<file path="src/rtl/gpio_port_pkg.sv">
package gpio_port_pkg;
  // pin function, encoded as {primary select, secondary select}
  typedef enum logic [1:0] {
    FN_GPIO  = 2'b00,
    FN_SENSE = 2'b01,
    FN_TIMER = 2'b10,
    FN_SER   = 2'b11
  } pin_fn_e;

  localparam logic [7:0] OFS_IN    = 8'h20;
  localparam logic [7:0] OFS_OUT   = 8'h21;
  localparam logic [7:0] OFS_DIR   = 8'h22;
  localparam logic [7:0] OFS_FLAG  = 8'h23;
  localparam logic [7:0] OFS_EDGE  = 8'h24;
  localparam logic [7:0] OFS_IE    = 8'h25;
  localparam logic [7:0] OFS_SEL   = 8'h26;
  localparam logic [7:0] OFS_PULL  = 8'h27;
  localparam logic [7:0] OFS_SEL2  = 8'h41;
endpackage

</file>
<file path="src/rtl/gpio_sync.sv">
module gpio_sync #(
  parameter int WIDTH  = 8,
  parameter int STAGES = 2
) (
  input  logic             clk,
  input  logic             rst,
  input  logic [WIDTH-1:0] d,
  output logic [WIDTH-1:0] q
);
  logic [WIDTH-1:0] stg [STAGES];

  always_ff @(posedge clk) begin
    if (rst) begin
      for (int k = 0; k < STAGES; k++) stg[k] <= '0;
    end else begin
      stg[0] <= d;
      for (int k = 1; k < STAGES; k++) stg[k] <= stg[k-1];
    end
  end

  assign q = stg[STAGES-1];
endmodule

</file>
<file path="src/rtl/gpio_edge_flags.sv">
module gpio_edge_flags #(
  parameter int WIDTH = 8
) (
  input  logic             clk,
  input  logic             rst,
  input  logic [WIDTH-1:0] level,
  input  logic [WIDTH-1:0] falling_sel,
  input  logic             flag_wr,
  input  logic [WIDTH-1:0] flag_wdata,
  output logic [WIDTH-1:0] flag_q
);
  logic [WIDTH-1:0] prev_q;
  logic [WIDTH-1:0] hit;

  always_comb begin
    hit = (level & ~prev_q & ~falling_sel) | (~level & prev_q & falling_sel);
  end

  always_ff @(posedge clk) begin
    if (rst) begin
      prev_q <= '0;
      flag_q <= '0;
    end else begin
      prev_q <= level;
      flag_q <= (flag_wr ? flag_wdata : flag_q) | hit;
    end
  end
endmodule

</file>
<file path="src/rtl/gpio_pin_mux.sv">
module gpio_pin_mux
  import gpio_port_pkg::*;
(
  input  logic    clk,
  input  logic    rst,
  input  pin_fn_e fn,
  input  logic    dir,
  input  logic    out_bit,
  input  logic    ovr,
  input  logic    pin_s,
  input  logic    tmr_o,
  input  logic    ser_o,
  input  logic    ser_en,
  output logic    pad_o,
  output logic    pad_en,
  output logic    cap_o,
  output logic    ser_i,
  output logic    cs_o
);
  logic n_pad, n_en, n_cap, n_ser, n_cs;

  always_comb begin
    n_pad = 1'b0;
    n_en  = 1'b0;
    n_cap = 1'b0;
    n_ser = 1'b0;
    n_cs  = 1'b0;
    if (!ovr) begin
      unique case (fn)
        FN_GPIO: begin
          n_pad = out_bit;
          n_en  = dir;
        end
        FN_TIMER: begin
          n_pad = tmr_o;
          n_en  = dir;
          n_cap = ~dir & pin_s;
        end
        FN_SER: begin
          n_pad = ser_o;
          n_en  = ser_en;
          n_ser = pin_s;
        end
        FN_SENSE: begin
          n_cs = pin_s;
        end
        default: ;
      endcase
    end
  end

  always_ff @(posedge clk) begin
    if (rst) begin
      pad_o  <= 1'b0;
      pad_en <= 1'b0;
      cap_o  <= 1'b0;
      ser_i  <= 1'b0;
      cs_o   <= 1'b0;
    end else begin
      pad_o  <= n_pad;
      pad_en <= n_en;
      cap_o  <= n_cap;
      ser_i  <= n_ser;
      cs_o   <= n_cs;
    end
  end
endmodule

</file>
<file path="src/rtl/gpio_mux_port.sv">
module gpio_mux_port
  import gpio_port_pkg::*;
#(
  parameter int WIDTH       = 8,
  parameter int ADDR_W      = 8,
  parameter int SYNC_STAGES = 2,
  parameter int JTAG_LO     = 4,
  parameter logic [ADDR_W-1:0] A_IN   = ADDR_W'(OFS_IN),
  parameter logic [ADDR_W-1:0] A_OUT  = ADDR_W'(OFS_OUT),
  parameter logic [ADDR_W-1:0] A_DIR  = ADDR_W'(OFS_DIR),
  parameter logic [ADDR_W-1:0] A_FLAG = ADDR_W'(OFS_FLAG),
  parameter logic [ADDR_W-1:0] A_EDGE = ADDR_W'(OFS_EDGE),
  parameter logic [ADDR_W-1:0] A_IE   = ADDR_W'(OFS_IE),
  parameter logic [ADDR_W-1:0] A_SEL  = ADDR_W'(OFS_SEL),
  parameter logic [ADDR_W-1:0] A_PULL = ADDR_W'(OFS_PULL),
  parameter logic [ADDR_W-1:0] A_SEL2 = ADDR_W'(OFS_SEL2)
) (
  input  logic              clk,
  input  logic              rst,
  input  logic              wr_en,
  input  logic [ADDR_W-1:0] addr,
  input  logic [WIDTH-1:0]  wr_data,
  output logic [WIDTH-1:0]  rd_data,
  input  logic [WIDTH-1:0]  pad_in,
  output logic [WIDTH-1:0]  pad_out,
  output logic [WIDTH-1:0]  pad_oe,
  input  logic [WIDTH-1:0]  ana_en,
  input  logic              jtag_mode,
  input  logic [WIDTH-1:0]  tmr_out,
  output logic [WIDTH-1:0]  tmr_cap,
  input  logic [WIDTH-1:0]  ser_out,
  input  logic [WIDTH-1:0]  ser_oe,
  output logic [WIDTH-1:0]  ser_in,
  output logic [WIDTH-1:0]  cs_in,
  output logic              irq
);
  localparam logic [WIDTH-1:0] JTAG_MASK = {{(WIDTH-JTAG_LO){1'b1}}, {JTAG_LO{1'b0}}};

  logic [WIDTH-1:0] out_q, dir_q, edge_q, ie_q, sel_q, sel2_q, pull_q;
  logic [WIDTH-1:0] flag_q, pin_s, ovr, gated;
  logic [WIDTH-1:0] rd_next;

  // register writes
  always_ff @(posedge clk) begin
    if (rst) begin
      out_q  <= '0;
      dir_q  <= '0;
      edge_q <= '0;
      ie_q   <= '0;
      sel_q  <= '0;
      sel2_q <= '0;
      pull_q <= '0;
    end else if (wr_en) begin
      case (addr)
        A_OUT:  out_q  <= wr_data;
        A_DIR:  dir_q  <= wr_data;
        A_EDGE: edge_q <= wr_data;
        A_IE:   ie_q   <= wr_data;
        A_SEL:  sel_q  <= wr_data;
        A_SEL2: sel2_q <= wr_data;
        A_PULL: pull_q <= wr_data;
        default: ;
      endcase
    end
  end

  gpio_sync #(.WIDTH(WIDTH), .STAGES(SYNC_STAGES)) u_sync (
    .clk(clk), .rst(rst), .d(pad_in), .q(pin_s)
  );

  assign ovr   = ana_en | (jtag_mode ? JTAG_MASK : '0);
  assign gated = pin_s & ~ovr;

  gpio_edge_flags #(.WIDTH(WIDTH)) u_flags (
    .clk        (clk),
    .rst        (rst),
    .level      (gated),
    .falling_sel(edge_q),
    .flag_wr    (wr_en && (addr == A_FLAG)),
    .flag_wdata (wr_data),
    .flag_q     (flag_q)
  );

  for (genvar i = 0; i < WIDTH; i++) begin : g_pin
    gpio_pin_mux u_mux (
      .clk    (clk),
      .rst    (rst),
      .fn     (pin_fn_e'({sel_q[i], sel2_q[i]})),
      .dir    (dir_q[i]),
      .out_bit(out_q[i]),
      .ovr    (ovr[i]),
      .pin_s  (pin_s[i]),
      .tmr_o  (tmr_out[i]),
      .ser_o  (ser_out[i]),
      .ser_en (ser_oe[i]),
      .pad_o  (pad_out[i]),
      .pad_en (pad_oe[i]),
      .cap_o  (tmr_cap[i]),
      .ser_i  (ser_in[i]),
      .cs_o   (cs_in[i])
    );
  end

  // read mux
  always_comb begin
    case (addr)
      A_IN:    rd_next = gated;
      A_OUT:   rd_next = out_q;
      A_DIR:   rd_next = dir_q;
      A_FLAG:  rd_next = flag_q;
      A_EDGE:  rd_next = edge_q;
      A_IE:    rd_next = ie_q;
      A_SEL:   rd_next = sel_q;
      A_PULL:  rd_next = pull_q;
      A_SEL2:  rd_next = sel2_q;
      default: rd_next = '0;
    endcase
  end

  always_ff @(posedge clk) begin
    if (rst) begin
      rd_data <= '0;
      irq     <= 1'b0;
    end else begin
      rd_data <= rd_next;
      irq     <= |(flag_q & ie_q);
    end
  end
endmodule

</file>
<file path="config.mk">
export PLATFORM = sky130hd
export DESIGN_NAME = gpio_mux_port
export DESIGN_NICKNAME = d
export VERILOG_FILES = /design/src/rtl/gpio_port_pkg.sv /design/src/rtl/gpio_sync.sv /design/src/rtl/gpio_edge_flags.sv /design/src/rtl/gpio_pin_mux.sv /design/src/rtl/gpio_mux_port.sv
export SDC_FILE = /design/constraint.sdc
export NUM_CORES = 1
export LEC_CHECK = 0
export ABC_AREA = 1
export BUFFER_PORTS_ARGS = -buffer_cell sky130_fd_sc_hd__buf_2
export CORE_ASPECT_RATIO = 1.25
export CORE_MARGIN = 2
export CORE_UTILIZATION = 45
export DETAILED_ROUTE_END_ITERATION = 8
export GPL_ROUTABILITY_DRIVEN = 0
export MAX_ROUTING_LAYER = met4
export PLACE_DENSITY_LB_ADDON = 0.08
export SYNTH_ARGS = -nofsm -noshare
export SYNTH_HDL_FRONTEND = slang
export SYNTH_SLANG_ARGS = --single-unit
</file>
<file path="constraint.sdc">
create_clock -name clk -period 3.8 [get_ports clk]
set_input_delay 1.14 -clock clk [delete_from_list [all_inputs] [get_ports clk]]
set_output_delay 1.14 -clock clk [all_outputs]
set_load 0.05 [all_outputs]
</file>
; ---- Yosys cells after proc, flatten, opt, wreduce, memory -nomap -nowiden
; Memories as Yosys holds them, arrays and structs flattened.
; Index checks and enable logic that the tools add are counted.
; Widths: inputs -> output; s select.
[word_totals]
ff_bits = 121
ram_bits = 16
in_bits = 60
mem_count = 1
[memory_table]
columns = name, depth, width, rd, rd_ports_with_merged_regs, wr, line
row1 = u_sync.stg, 2, 8, 2, 0, 2, gpio_sync.sv:10  ; logic [WIDTH-1:0] stg [STAGES];
[op_classes]
n_eq_ne = 33
n_mux = 24
bitwise = 55
n_reduce_logical = 57
[op_table]
columns = cell, n
row1 = $pmux 8 s9, 1
row2 = $reduce_or 3->1, 24
row3 = $eq 8x6->1 const B, 8
row4 = $and 8x8->8, 6
row5 = $eq 2x2->1 const B, 16
row6 = $mux 8, 4
row7 = $not 1->1, 32
row8 = $not 8->8, 4
row9 = $reduce_or 2->1, 16
row10 = $or 8x8->8, 3
row11 = $pmux 1 s3, 8
row12 = $eq 2x1->1 const B, 8
row13 = $logic_not 2->1, 8
row14 = $pmux 1 s2, 8
row15 = $reduce_and 2->1, 7
row16 = $and 1x1->1, 8
row17 = $eq 8x7->1 const B, 1
row18 = $reduce_or 8->1, 1
row19 = $mux 1, 3
row20 = $or 1x1->1, 2
row21 = $logic_and 1x1->1, 1

; ---- Logic depth before layout (Yosys ltp)
; Gate-level depths: netlist (run 1).
[depth]
word_depth = 9
depth_mapped = 10

; ---- Cells and area by module
; A second synthesis (run 1) with hierarchy kept.
[hier_totals]
cells_unflattened = 864
hier_area_um2 = 6189.7
[by_module_without_submodules]
columns = module, n_inst, cells_per_inst, area_per_inst_um2, seq_area_each_um2
row1 = gpio_mux_port, 1, 490, 3423.3, 1301.2
row2 = gpio_pin_mux, 8, 23, 178.9, 100.1
row3 = gpio_edge_flags, 1, 132, 800.8, 320.3
row4 = gpio_sync, 1, 58, 534.3, 320.3

; ---- Least setup slack after synthesis (run 1)
; No wires, ideal clock.
[synth_path]
path_kind = input -> register
from = input port addr[7]
to = register sel2_q[6]
setup_ps = 119
arrival_time_ps = 2037
required_ps = 3681
path_slack_ps = 1643
cell_stages = 7
path_cell_list = inv_1 > nand2_1 > nor2_2 > nand3_2 > buf_2 > o21ai_0 > a21oi_1
[synth_between]
elab_chain_cells = 2
[synth_rtl]
columns = element, line
row1 = from (decl), gpio_mux_port.sv:21  ; input logic [ADDR_W-1:0] addr,
row2 = $eq 8x7->1, gpio_mux_port.sv:54  ; case (addr)
row3 = $reduce_and 2->1 (no line), -
row4 = to (signal assigned), gpio_mux_port.sv:60  ; A_SEL2: sel2_q <= wr_data;
row5 = to (decl), gpio_mux_port.sv:39  ; logic [WIDTH-1:0] out_q, dir_q, edge_q, ie_q, sel_q, sel2_q, pull_q;
; Every way passes these cells.
; A chain may end at the register's enable or synchronous reset.

; ---- Worst setup path in the final report (run 1)
[layout_path]
from = input port addr[4]
to = register rd_data[6]
[layout_between]
elab_chain_cells = 2
word_cells_on_any_way = 10
cone_classes = eq/ne (9) / mux (1)
[layout_rtl]
columns = element, line
row1 = $eq 8x7->1 / $eq 8x6->1 (equally long branches), gpio_mux_port.sv:106  ; case (addr)
row2 = $pmux 8 s9 (*), gpio_mux_port.sv:106
row3 = to (signal assigned), gpio_mux_port.sv:125  ; rd_data <= rd_next;
row4 = to (decl), gpio_mux_port.sv:23  ; output logic [WIDTH-1:0] rd_data,
; Mark *: on every way between the ends. The rest lies on a longest branch, timed or not.

==> metrics.csv, run 1 <==
stage,metric,value,unit
run_status,outcome,finished clean,
worst_setup_path,startpoint types,input port,
floorplan,row count,46,
floorplan,Die H,132,microns
timing,Fin. Hold Viols,0,
worst_setup_path,most frequent CP cell,nand2_1,
synth,"Seq/Total Area, Yosys",46.5,%
grt,antenna violations before repair,0,
clock_network,CTS tree,done,
worst_setup_path,Critical Path RT,4.13,ns
clock_network,Post-CTS Resized,0,
floorplan,Starting Density,46.4,%
worst_setup_path,crit path max fanout,27,
finish,"Core Util, Final",54.4,%
worst_setup_path,worst r2r src,u_sync.stg[0][8]$_SDFF_PP0_,
grt,GRT overflow,0,
worst_setup_path,Crit path arrival time,2.88,ns
worst_setup_path,"Largest stage delay, worst path",0.47,ns
grt,largest net degree at the start of global routing,65,
finish,"Cell Count, Final, Fillers Out",1033,
synth,Post-Synth Simple-Gate Area,23.6,%
clock_network,"Setup Fix Bufs, Post-CTS",0,
timing,worst-margin pin slew,0.602,ns
synth,largest area contributor in the netlist,dfxtp_1,
timing,Max-slew headroom,59.7,%
detailed_routing,Vias per Instance,5.09,
synth,mux contribution to synthesized area,0,%
detailed_routing,DRT antenna net count,0,
clock_network,Root Driver,clkbuf_16,
timing,post-route setup TNS,0,ns
clock_network,clock-pin transition on the worst setup and hold timing paths,0.05,ns
power_and_ir_drop,Design Power,3.45,mW
detailed_routing,WL/cell,14.9,microns
placement,hpwl dp,10.6,mm
finish,area of the multi-input gates,2240,sq um
grt,vias in the first global route,5062,
clock_network,clock tree buffer depth,2,
detailed_routing,first-iteration detailed-routing DRC count,325,
placement,DP Area,6250,sq um
worst_setup_path,worst-path cell chain,"buf_2, inv_1, nand2_1, nor2_4, buf_4, nand2_1, o21ai_0, nor2_1, a21oi_1",
detailed_routing,Top Layer Used,met4,
synth,main combinational cell family by area after synthesis,simple AND/OR/NAND/NOR gates,
floorplan,total I/O pin count,109,
finish,share of layout cells above drive strength 1,19.1,%
finish,Fillers,1232,
finish,"Design Area, Final",6930,sq um
floorplan,Die Width,106,microns
hold_path,hold depth,2,
timing,fin crit share,67.2,%
detailed_routing,DRC Markers,0,
synth,Synth top area share,46.5,%
finish,diode count,0,
power_and_ir_drop,Power Dens Cells,498,nW/um^2
worst_setup_path,Bufs and invs on worst path,3,
grt,GR Util All Layers,23.2,%
worst_setup_path,reg2reg end,rd_data[0]$_SDFF_PP0_,
finish,"most common cell after layout, fill and taps aside",dfxtp_1,
finish,FF/Latch Area,2740,sq um
worst_setup_path,Crit. End Element,register,
clock_network,# H-tree levels,4,
power_and_ir_drop,P_leak,2.93,nW
timing,RSZ-0062 raised after global routing,false,
synth,distinct cell type count after synthesis,27,
finish,Area Overhead vs Synth,17.4,%
worst_setup_path,Crit Path Class,in2reg,
hold_path,min-delay worst type,reg2reg,
detailed_routing,via count,5263,
timing,Fmax,0.392,GHz
clock_network,worst-skew pair later-pin latency,0.41,ns
synth,Mapped Cells,785,
power_and_ir_drop,Max IR drop VDD,0.275,mV
synth,Syn. warnings,0,
synth,Synth area leaders,"dfxtp_1 (46%), nand3_1 (8.1%), inv_1 (8.0%), a21oi_1 (6.1%), buf_4 (5.7%)",
flow_run,Max Cap Viol,0,
synth,xor and xnor fraction of the mapped netlist area,0,%
worst_setup_path,Slowest cell on crit path,nor2_4,
synth,Post-Syn Area,5900,sq um
synth,adder-cell share of the synthesized area,0,%
timing,"Slew Viols, Final",0,
worst_setup_path,reg2reg setup slack,2.69,ns
hold_path,Hold EP,u_sync.stg[0][9]$_SDFF_PP0_,
worst_setup_path,"CP delay by family, top",simple AND/OR/NAND/NOR gates,
clock_network,CTS Sinks,137,
grt,first-pass GRT wire length,25.2,mm
detailed_routing,met1 wire length,6.88,mm
floorplan,core area,12700,sq um
placement,PortBufs,108,
synth,post-synthesis compound-gate area fraction,14.3,%
hold_path,critical hold path startpoint,u_sync.stg[0][1]$_SDFF_PP0_,
synth,syn nets,845,
detailed_routing,met3 WL,998,microns
detailed_routing,Post-Route WL,15.4,mm
worst_setup_path,Critical Path Start,addr[4],
timing,final setup violation count,0,
detailed_routing,router iterations before antenna repair,4,
placement,dpl cells,1001,
synth,register bit total from synthesis,137,
detailed_routing,met2 wire length,7.13,mm
timing,clock skew,0.00592,ns
timing,minimum clock period,2.55,ns
clock_network,number of hold buffers added after CTS,0,
floorplan,die area,14000,sq um
finish,"commonest non-fill, non-tap cells in the layout","dfxtp_1 (137), inv_1 (125), buf_2 (108)",
synth,mean area per synthesized cell,7.52,sq um
finish,final-stage net count,912,
clock_network,Num CTS Buffers,17,
worst_setup_path,worst r2r path cells,6,
cell type report:
class,instances,area share [%]
inverters,129,6.99
well taps,168,3.04
clock inverters,10,2.71
repair buffers,113,8.35
flip-flops and latches,137,39.6
clock buffers,22,6.99
multi-input cells,454,32.3
Yosys cell counts:
master / number
a21boi_0: 4
a21oi_1: 72
a221oi_1: 2
buf_1: 2
buf_2: 11
buf_4: 45
buf_6: 1
clkbuf_1: 6
clkinv_1: 1
dfxtp_1: 137
inv_1: 125
inv_2: 3
nand2_1: 85
nand2_2: 2
nand3_1: 95
nand3_2: 7
nand3b_1: 3
nand4_1: 5
nor2_1: 78
nor2_2: 1
nor2_4: 8
nor3_1: 5
nor4_1: 8
o211ai_1: 12
o21a_1: 4
o21ai_0: 59
o21ai_1: 4
power by group:
part / total (mW) / switching (mW) / internal, mW
registers: 1.46 / 0.00652 / 1.45
logic: 0.137 / 0.0916 / 0.0455
clock network: 1.86 / 0.620 / 1.24
worst register-to-register path, stage by stage (launching register included):
cell     delay, ns
dfxtp_1       0.30
inv_1         0.04
nor2_1        0.18
nand3_1       0.10
o21ai_0       0.12
nor2_1        0.09
a21oi_1       0.20
flip-flops by register name, summed over array words and instances (netlist names):
signal              count
irq                     1
out_q                   8
g_pin.u_mux.ser_i       8
sel_q                   8
g_pin.u_mux.cs_o        8
sel2_q                  8
u_flags.prev_q          8
ie_q                    8
g_pin.u_mux.pad_en      8
edge_q                  8
pull_q                  8
dir_q                   8
u_sync.stg             16
g_pin.u_mux.pad_o       8
rd_data                 8
g_pin.u_mux.cap_o       8
u_flags.flag_q          8
layer usage:
metal | vias up | global-route usage (%)
met1 | 2415 | 30.1
met3 | 26 | 4.79
li1 | 2635 | -
met2 | 187 | 35.5
met4 | 0 | 9.02
met5 | - | -
how the worst max path moves through the flow:
stage	to	slack [ns]	cells after the start
after floorplan	sel2_q[6]$_SDFFE_PP0P_	1.64	7
after global placement	rd_data[6]$_SDFF_PP0_	0.86	9
after detailed placement	rd_data[6]$_SDFF_PP0_	0.85	9
after CTS	rd_data[6]$_SDFF_PP0_	1.27	9
after global routing	rd_data[6]$_SDFF_PP0_	1.07	9
final	rd_data[6]$_SDFF_PP0_	1.25	9
cell families (layout without fill, tap and decap cells):
kind of cell | after synthesis | after routing
buffers and inverters | 194 | 274
DFF | 137 | 137
and+or+nand+nor | 297 | 297
AOI/OAI and AO/OA | 157 | 157
metrics by stage:
step                      worst slack [ns]  hold WS [ns]
after floorplan                       1.64         0.388
after global placement               0.859         0.389
after detailed placement             0.852         0.396
after CTS                             1.27         0.404
after global routing                  1.07         0.410
final                                 1.25         0.401
Power figures use the tool's default switching activity.
==> inputs of run 2 (changes only) <==
==> constraint.sdc (replaced) <==
create_clock -name clk -period 2.2 [get_ports clk]
set_input_delay 0.66 -clock clk [delete_from_list [all_inputs] [get_ports clk]]
set_output_delay 0.66 -clock clk [all_outputs]
set_load 0.05 [all_outputs]
==> metrics.csv, run 2 (synthesized netlist as in run 1, its figures left out) <==
stage,metric,value,unit,change
power_and_ir_drop,P_leak,2.99,nW,was 2.93 nW
grt,GRT overflow,0,,unchanged
detailed_routing,Vias per Instance,5.04,,was 5.09
power_and_ir_drop,Clk network pwr share,54.0,%,was 53.8%
worst_setup_path,Slowest cell on crit path,buf_4,,was nor2_4
floorplan,core area,12700,sq um,unchanged
detailed_routing,DRT antenna net count,0,,unchanged
timing,"Slew Viols, Final",0,,unchanged
finish,diode count,0,,unchanged
clock_network,Root Driver,clkbuf_16,,unchanged
finish,"commonest non-fill, non-tap cells in the layout","dfxtp_1 (137), inv_1 (125), buf_2 (108)",,unchanged
worst_setup_path,"CP delay by family, top",buffers and inverters,,was simple AND/OR/NAND/NOR gates
clock_network,CTS Sinks,137,,unchanged
finish,Area Overhead vs Synth,19.1,%,was 17.4%
clock_network,number of hold buffers added after CTS,0,,unchanged
power_and_ir_drop,proportion of power drawn by flip-flops and latches,41.9,%,was 42.2%
worst_setup_path,worst-path cell chain,"buf_2, inv_1, nand2_1, nor2_4, buf_12, buf_4, nand3_1, o21ai_0, nor2_1, a21oi_1",,"was buf_2, inv_1, nand2_1, nor2_4, buf_4, nand2_1, o21ai_0, nor2_1, a21oi_1"
clock_network,"Setup Fix Bufs, Post-CTS",0,,unchanged
finish,"Design Area, Final",7030,sq um,was 6930 sq um
finish,max reg flops,16,,unchanged
worst_setup_path,reg2reg setup slack,1.11,ns,was 2.69 ns
floorplan,die area,14000,sq um,unchanged
clock_network,# H-tree levels,4,,unchanged
detailed_routing,via count,5257,,was 5263
timing,post-route setup TNS,0,ns,unchanged
worst_setup_path,"Largest stage delay, worst path",0.27,ns,was 0.47 ns
hold_path,min-delay worst type,reg2reg,,unchanged
run_status,outcome,finished clean,,unchanged
worst_setup_path,Crit path arrival time,1.99,ns,was 2.88 ns
worst_setup_path,Crit. End Element,register,,unchanged
power_and_ir_drop,Comb pwr share,4.1,%,was 4.0%
power_and_ir_drop,Design Power,6.00,mW,was 3.45 mW
worst_setup_path,Critical Path RT,2.53,ns,was 4.13 ns
timing,Max-slew headroom,73.7,%,was 59.7%
floorplan,total I/O pin count,109,,unchanged
detailed_routing,WL/cell,14.7,microns,was 14.9 microns
placement,PortBufs,108,,unchanged
clock_network,Post-CTS Resized,0,,unchanged
detailed_routing,first-iteration detailed-routing DRC count,352,,was 325
flow_run,Max Cap Viol,0,,unchanged
detailed_routing,Post-Route WL,15.3,mm,was 15.4 mm
placement,hpwl dp,10.9,mm,was 10.6 mm
worst_setup_path,Bufs and invs on worst path,4,,was 3
timing,final setup violation count,0,,unchanged
finish,Biggest register,u_sync.stg,,unchanged
power_and_ir_drop,net switching share of the total power,20.8,%,about the same
detailed_routing,router iterations before antenna repair,5,,was 4
grt,GR Util All Layers,22.9,%,was 23.2%
floorplan,Die H,132,microns,unchanged
finish,"most common cell after layout, fill and taps aside",dfxtp_1,,unchanged
clock_network,clock-pin transition on the worst setup and hold timing paths,0.06,ns,was 0.05 ns
timing,RSZ-0062 raised after global routing,false,,unchanged
timing,worst-margin pin slew,0.393,ns,was 0.602 ns
finish,"Core Util, Final",55.3,%,was 54.4%
grt,antenna violations before repair,0,,unchanged
timing,Fin. Hold Viols,0,,unchanged
finish,share of layout cells above drive strength 1,19.9,%,was 19.1%
power_and_ir_drop,Power Dens Cells,854,nW/um^2,was 498 nW/um^2
finish,final-stage net count,923,,was 912
floorplan,row count,46,,unchanged
floorplan,Starting Density,46.4,%,unchanged
timing,Fmax,0.602,GHz,
power_and_ir_drop,Max IR drop VDD,0.530,mV,was 0.275 mV
worst_setup_path,Crit Path Class,in2reg,,unchanged
timing,minimum clock period,1.66,ns,
worst_setup_path,crit path max fanout,40,,was 27
grt,vias in the first global route,4997,,was 5062
detailed_routing,DRC Markers,0,,unchanged
worst_setup_path,startpoint types,input port,,unchanged
timing,fin crit share,75.5,%,
clock_network,worst-skew pair later-pin latency,0.41,ns,about the same
power_and_ir_drop,Int Pwr,4.76,mW,was 2.73 mW
clock_network,Num CTS Buffers,17,,unchanged
grt,largest net degree at the start of global routing,55,,was 65
floorplan,Die Width,106,microns,unchanged
power_and_ir_drop,Net Sw Power,1.25,mW,was 718 uW
placement,DP Area,6360,sq um,was 6250 sq um
grt,first-pass GRT wire length,24.9,mm,was 25.2 mm
clock_network,clock tree buffer depth,2,,unchanged
clock_network,CTS tree,done,,unchanged
timing,clock skew,0.00864,ns,was 0.00592 ns
==> run 2: worst paths after layout <==
check | end | cells past startpoint | start
setup / recovery | rd_data[5]$_SDFF_PP0_ | 10 | addr[7]
hold / removal | u_sync.stg[0][12]$_SDFF_PP0_ | 2 | u_sync.stg[0][4]$_SDFF_PP0_
setup reg to reg | g_pin[6].u_mux.cap_o$_SDFF_PP0_ | 4 | u_sync.stg[0][14]$_SDFF_PP0_
hold reg to reg | u_sync.stg[0][12]$_SDFF_PP0_ | 2 | u_sync.stg[0][4]$_SDFF_PP0_
==> run 2: power groups by stage <==
stage / Sequential (mW) / Combinational (mW) / Clock, mW
final: 2.52 / 0.247 / 3.24
after global routing: 2.52 / 0.275 / 3.40
after CTS: 2.51 / 0.246 / 3.28
after detailed placement: 2.57 / 0.245 / 0
after global placement: 2.57 / 0.243 / 0
after floorplan: 2.57 / 0.128 / 0
==> run 2: cell type report <==
type / instances / area [sq um]
clock buffer: 21 / 450
clock inverter: 11 / 216
fill: 1237 / 5690
inverter: 129 / 484
multi-input combinational: 454 / 2240
sequential: 137 / 2740
tap: 168 / 210
timing repair buffer: 124 / 686
==> run 2: layer usage <==
layer  part of all wire [%]  GRT usage (%)
met5                      0              -
met4                    1.8           7.94
met3                    5.6           4.00
met2                     47           35.6
met1                     46           30.1
==> run 2: tightest hold or removal path, delay by kind of cell (launching register included) <==
kind	cells	cell delay, ns
buf+inv	1	0.04
flops	1	0.29
simple gates	1	0.03
==> run 2: stage by stage <==
step	cells	setup WS, ns	hold WS, ns
2_1_floorplan	785	0.523	0.388
3_3_place_gp	1012	0.156	0.394
3_5_place_dp	1012	0.154	0.398
4_1_cts	1044	0.543	0.402
5_1_grt	1044	0.391	0.419
6_report	1044	0.538	0.398
==> inputs of run 3 (changes only) <==
==> constraint.sdc (replaced) <==
create_clock -name clk -period 1.59 [get_ports clk]
set_input_delay 0.477 -clock clk [delete_from_list [all_inputs] [get_ports clk]]
set_output_delay 0.477 -clock clk [all_outputs]
set_load 0.05 [all_outputs]
==> metrics.csv, run 3 (synthesized netlist as in run 1, its figures left out) <==
stage,metric,value,unit,change
run_status,outcome,finished clean,,unchanged
power_and_ir_drop,Max IR drop VDD,0.659,mV,was 0.530 mV
floorplan,core area,12700,sq um,unchanged
placement,dpl ws,-0.184,ns,was 0.154 ns
finish,"most common cell after layout, fill and taps aside",dfxtp_1,,unchanged
finish,Fillers,1190,,was 1237
worst_setup_path,Crit Path Class,reg2out,,was in2reg
floorplan,Die H,132,microns,unchanged
finish,"Core Util, Final",58.4,%,was 55.3%
clock_network,worst-skew pair later-pin latency,0.42,ns,was 0.41 ns
detailed_routing,first-iteration detailed-routing DRC count,329,,was 352
power_and_ir_drop,Power Dens Cells,1130,nW/um^2,was 854 nW/um^2
clock_network,# H-tree levels,4,,unchanged
detailed_routing,Vias per Instance,4.98,,was 5.04
timing,fin crit share,95.2,%,
placement,PortBufs,108,,unchanged
detailed_routing,met2 wire length,7.31,mm,was 7.16 mm
power_and_ir_drop,P_leak,3.20,nW,was 2.99 nW
placement,DP Area,6750,sq um,was 6360 sq um
timing,Fmax,0.661,GHz,
detailed_routing,router iterations before antenna repair,5,,unchanged
finish,"Design Area, Final",7430,sq um,was 7030 sq um
timing,final setup violation count,0,,unchanged
timing,Fin. Hold Viols,0,,unchanged
grt,GR Util All Layers,23.5,%,was 22.9%
finish,diode count,0,,unchanged
clock_network,CTS tree,done,,unchanged
clock_network,Post-CTS Resized,0,,unchanged
timing,clock skew,0.0107,ns,was 0.00864 ns
worst_setup_path,Bufs and invs on worst path,1,,was 4
clock_network,Root Driver,clkbuf_16,,unchanged
timing,final worst slack,0.0767,ns,was 0.538 ns
clock_network,CTS Sinks,137,,unchanged
floorplan,Starting Density,46.4,%,unchanged
detailed_routing,Top Layer Used,met4,,unchanged
grt,first-pass GRT wire length,25.4,mm,was 24.9 mm
finish,FF/Latch Area,2740,sq um,unchanged
clock_network,number of hold buffers added after CTS,0,,unchanged
flow_run,Max Cap Viol,0,,unchanged
clock_network,clock-pin transition on the worst setup and hold timing paths,0.06,ns,about the same
grt,vias in the first global route,5106,,was 4997
detailed_routing,via count,5382,,was 5257
placement,hpwl dp,11.4,mm,was 10.9 mm
clock_network,"Setup Fix Bufs, Post-CTS",0,,unchanged
worst_setup_path,Crit. End Element,output port,,was register
finish,share of layout cells above drive strength 1,23.2,%,was 19.9%
detailed_routing,met1 wire length,7.29,mm,was 7.04 mm
worst_setup_path,worst-path cell chain,buf_2,,"was buf_2, inv_1, nand2_1, nor2_4, buf_12, buf_4, nand3_1, o21ai_0, nor2_1, a21oi_1"
worst_setup_path,Slowest cell on crit path,dfxtp_1,,was buf_4
timing,Max-slew headroom,72.5,%,was 73.7%
hold_path,min-delay worst type,in2reg,,was reg2reg
floorplan,row count,46,,unchanged
timing,RSZ-0062 raised after global routing,false,,unchanged
clock_network,clock tree buffer depth,2,,unchanged
detailed_routing,met3 WL,744,microns,was 863 microns
worst_setup_path,crit path max fanout,1,,was 40
finish,area of the multi-input gates,2240,sq um,unchanged
floorplan,Die Width,106,microns,unchanged
timing,worst-margin pin slew,0.409,ns,was 0.393 ns
worst_setup_path,"CP delay by family, top",flip-flops,,was buffers and inverters
floorplan,die area,14000,sq um,unchanged
timing,post-route setup TNS,0,ns,unchanged
detailed_routing,DRC Markers,0,,unchanged
worst_setup_path,startpoint types,register,,was input port
worst_setup_path,Critical Path RT,1.11,ns,was 2.53 ns
finish,Biggest register,u_sync.stg,,unchanged
grt,antenna violations before repair,0,,unchanged
clock_network,Num CTS Buffers,17,,unchanged
timing,minimum clock period,1.51,ns,
floorplan,total I/O pin count,109,,unchanged
finish,max reg flops,16,,unchanged
detailed_routing,WL/cell,14.4,microns,was 14.7 microns
worst_setup_path,"Largest stage delay, worst path",0.35,ns,was 0.27 ns
finish,Area Overhead vs Synth,25.9,%,was 19.1%
grt,largest net degree at the start of global routing,65,,was 55
detailed_routing,Post-Route WL,15.6,mm,was 15.3 mm
worst_setup_path,Crit path arrival time,1.04,ns,was 1.99 ns
grt,GRT overflow,0,,unchanged
finish,final-stage net count,960,,was 923
timing,"Slew Viols, Final",0,,unchanged
finish,"commonest non-fill, non-tap cells in the layout","dfxtp_1 (137), inv_1 (125), buf_2 (108)",,unchanged
detailed_routing,DRT antenna net count,0,,unchanged
-- run 3: changes by cell type in the layout (fill, tap and decap cells not counted), sizes merged --
cell      before  now
buf          124  161
inv          130  128
clkbuf        21   20
clkinv         4    5
clkinvlp       0    1
-- run 3: final timing paths --
kind / from / endpoint / slack [ns] / cells past startpoint
worst min register to register: u_sync.stg[0][5]$_SDFF_PP0_ / u_sync.stg[0][13]$_SDFF_PP0_ / 0.40 / 2
worst min-delay path: pad_in[4] / u_sync.stg[0][4]$_SDFF_PP0_ / 0.26 / 3
worst max register to register: u_sync.stg[0][14]$_SDFF_PP0_ / g_pin[6].u_mux.cap_o$_SDFF_PP0_ / 0.51 / 4
worst max-delay path: rd_data[2]$_SDFF_PP0_ / rd_data[2] / 0.08 / 1
-- run 3: per-stage QoR --
step	cells	total power, mW	hold WS [ns]
floorplan	785	3.73	0.388
global placement	1049	3.94	0.391
detailed placement	1049	3.94	0.399
CTS	1080	8.46	0.249
global route	1080	8.64	0.269
finish	1080	8.41	0.257
-- run 3: final cells by class --
| class | count | area share, % |
|---|---|---|
| clock buffers | 20 | 6.15 |
| repair buffers | 161 | 14.5 |
| clock inverters | 11 | 2.95 |
| well taps | 168 | 2.83 |
| multi-input cells | 454 | 30.1 |
| inverters | 129 | 6.52 |
| flip-flops and latches | 137 | 36.9 |
-- run 3: routing by layer --
metal / global-route usage (%) / up-vias
met3: 4.50 / 20
li1: - / 2735
met4: 7.58 / 0
met2: 36.4 / 160
met5: - / -
met1: 31.0 / 2467
-- run 3: report_power, final --
group	switching (mW)	internal, mW	total [mW]
Sequential	0.0155	3.46	3.48
Clock	1.52	3.02	4.54
Combinational	0.230	0.160	0.390
Total	1.76	6.65	8.41
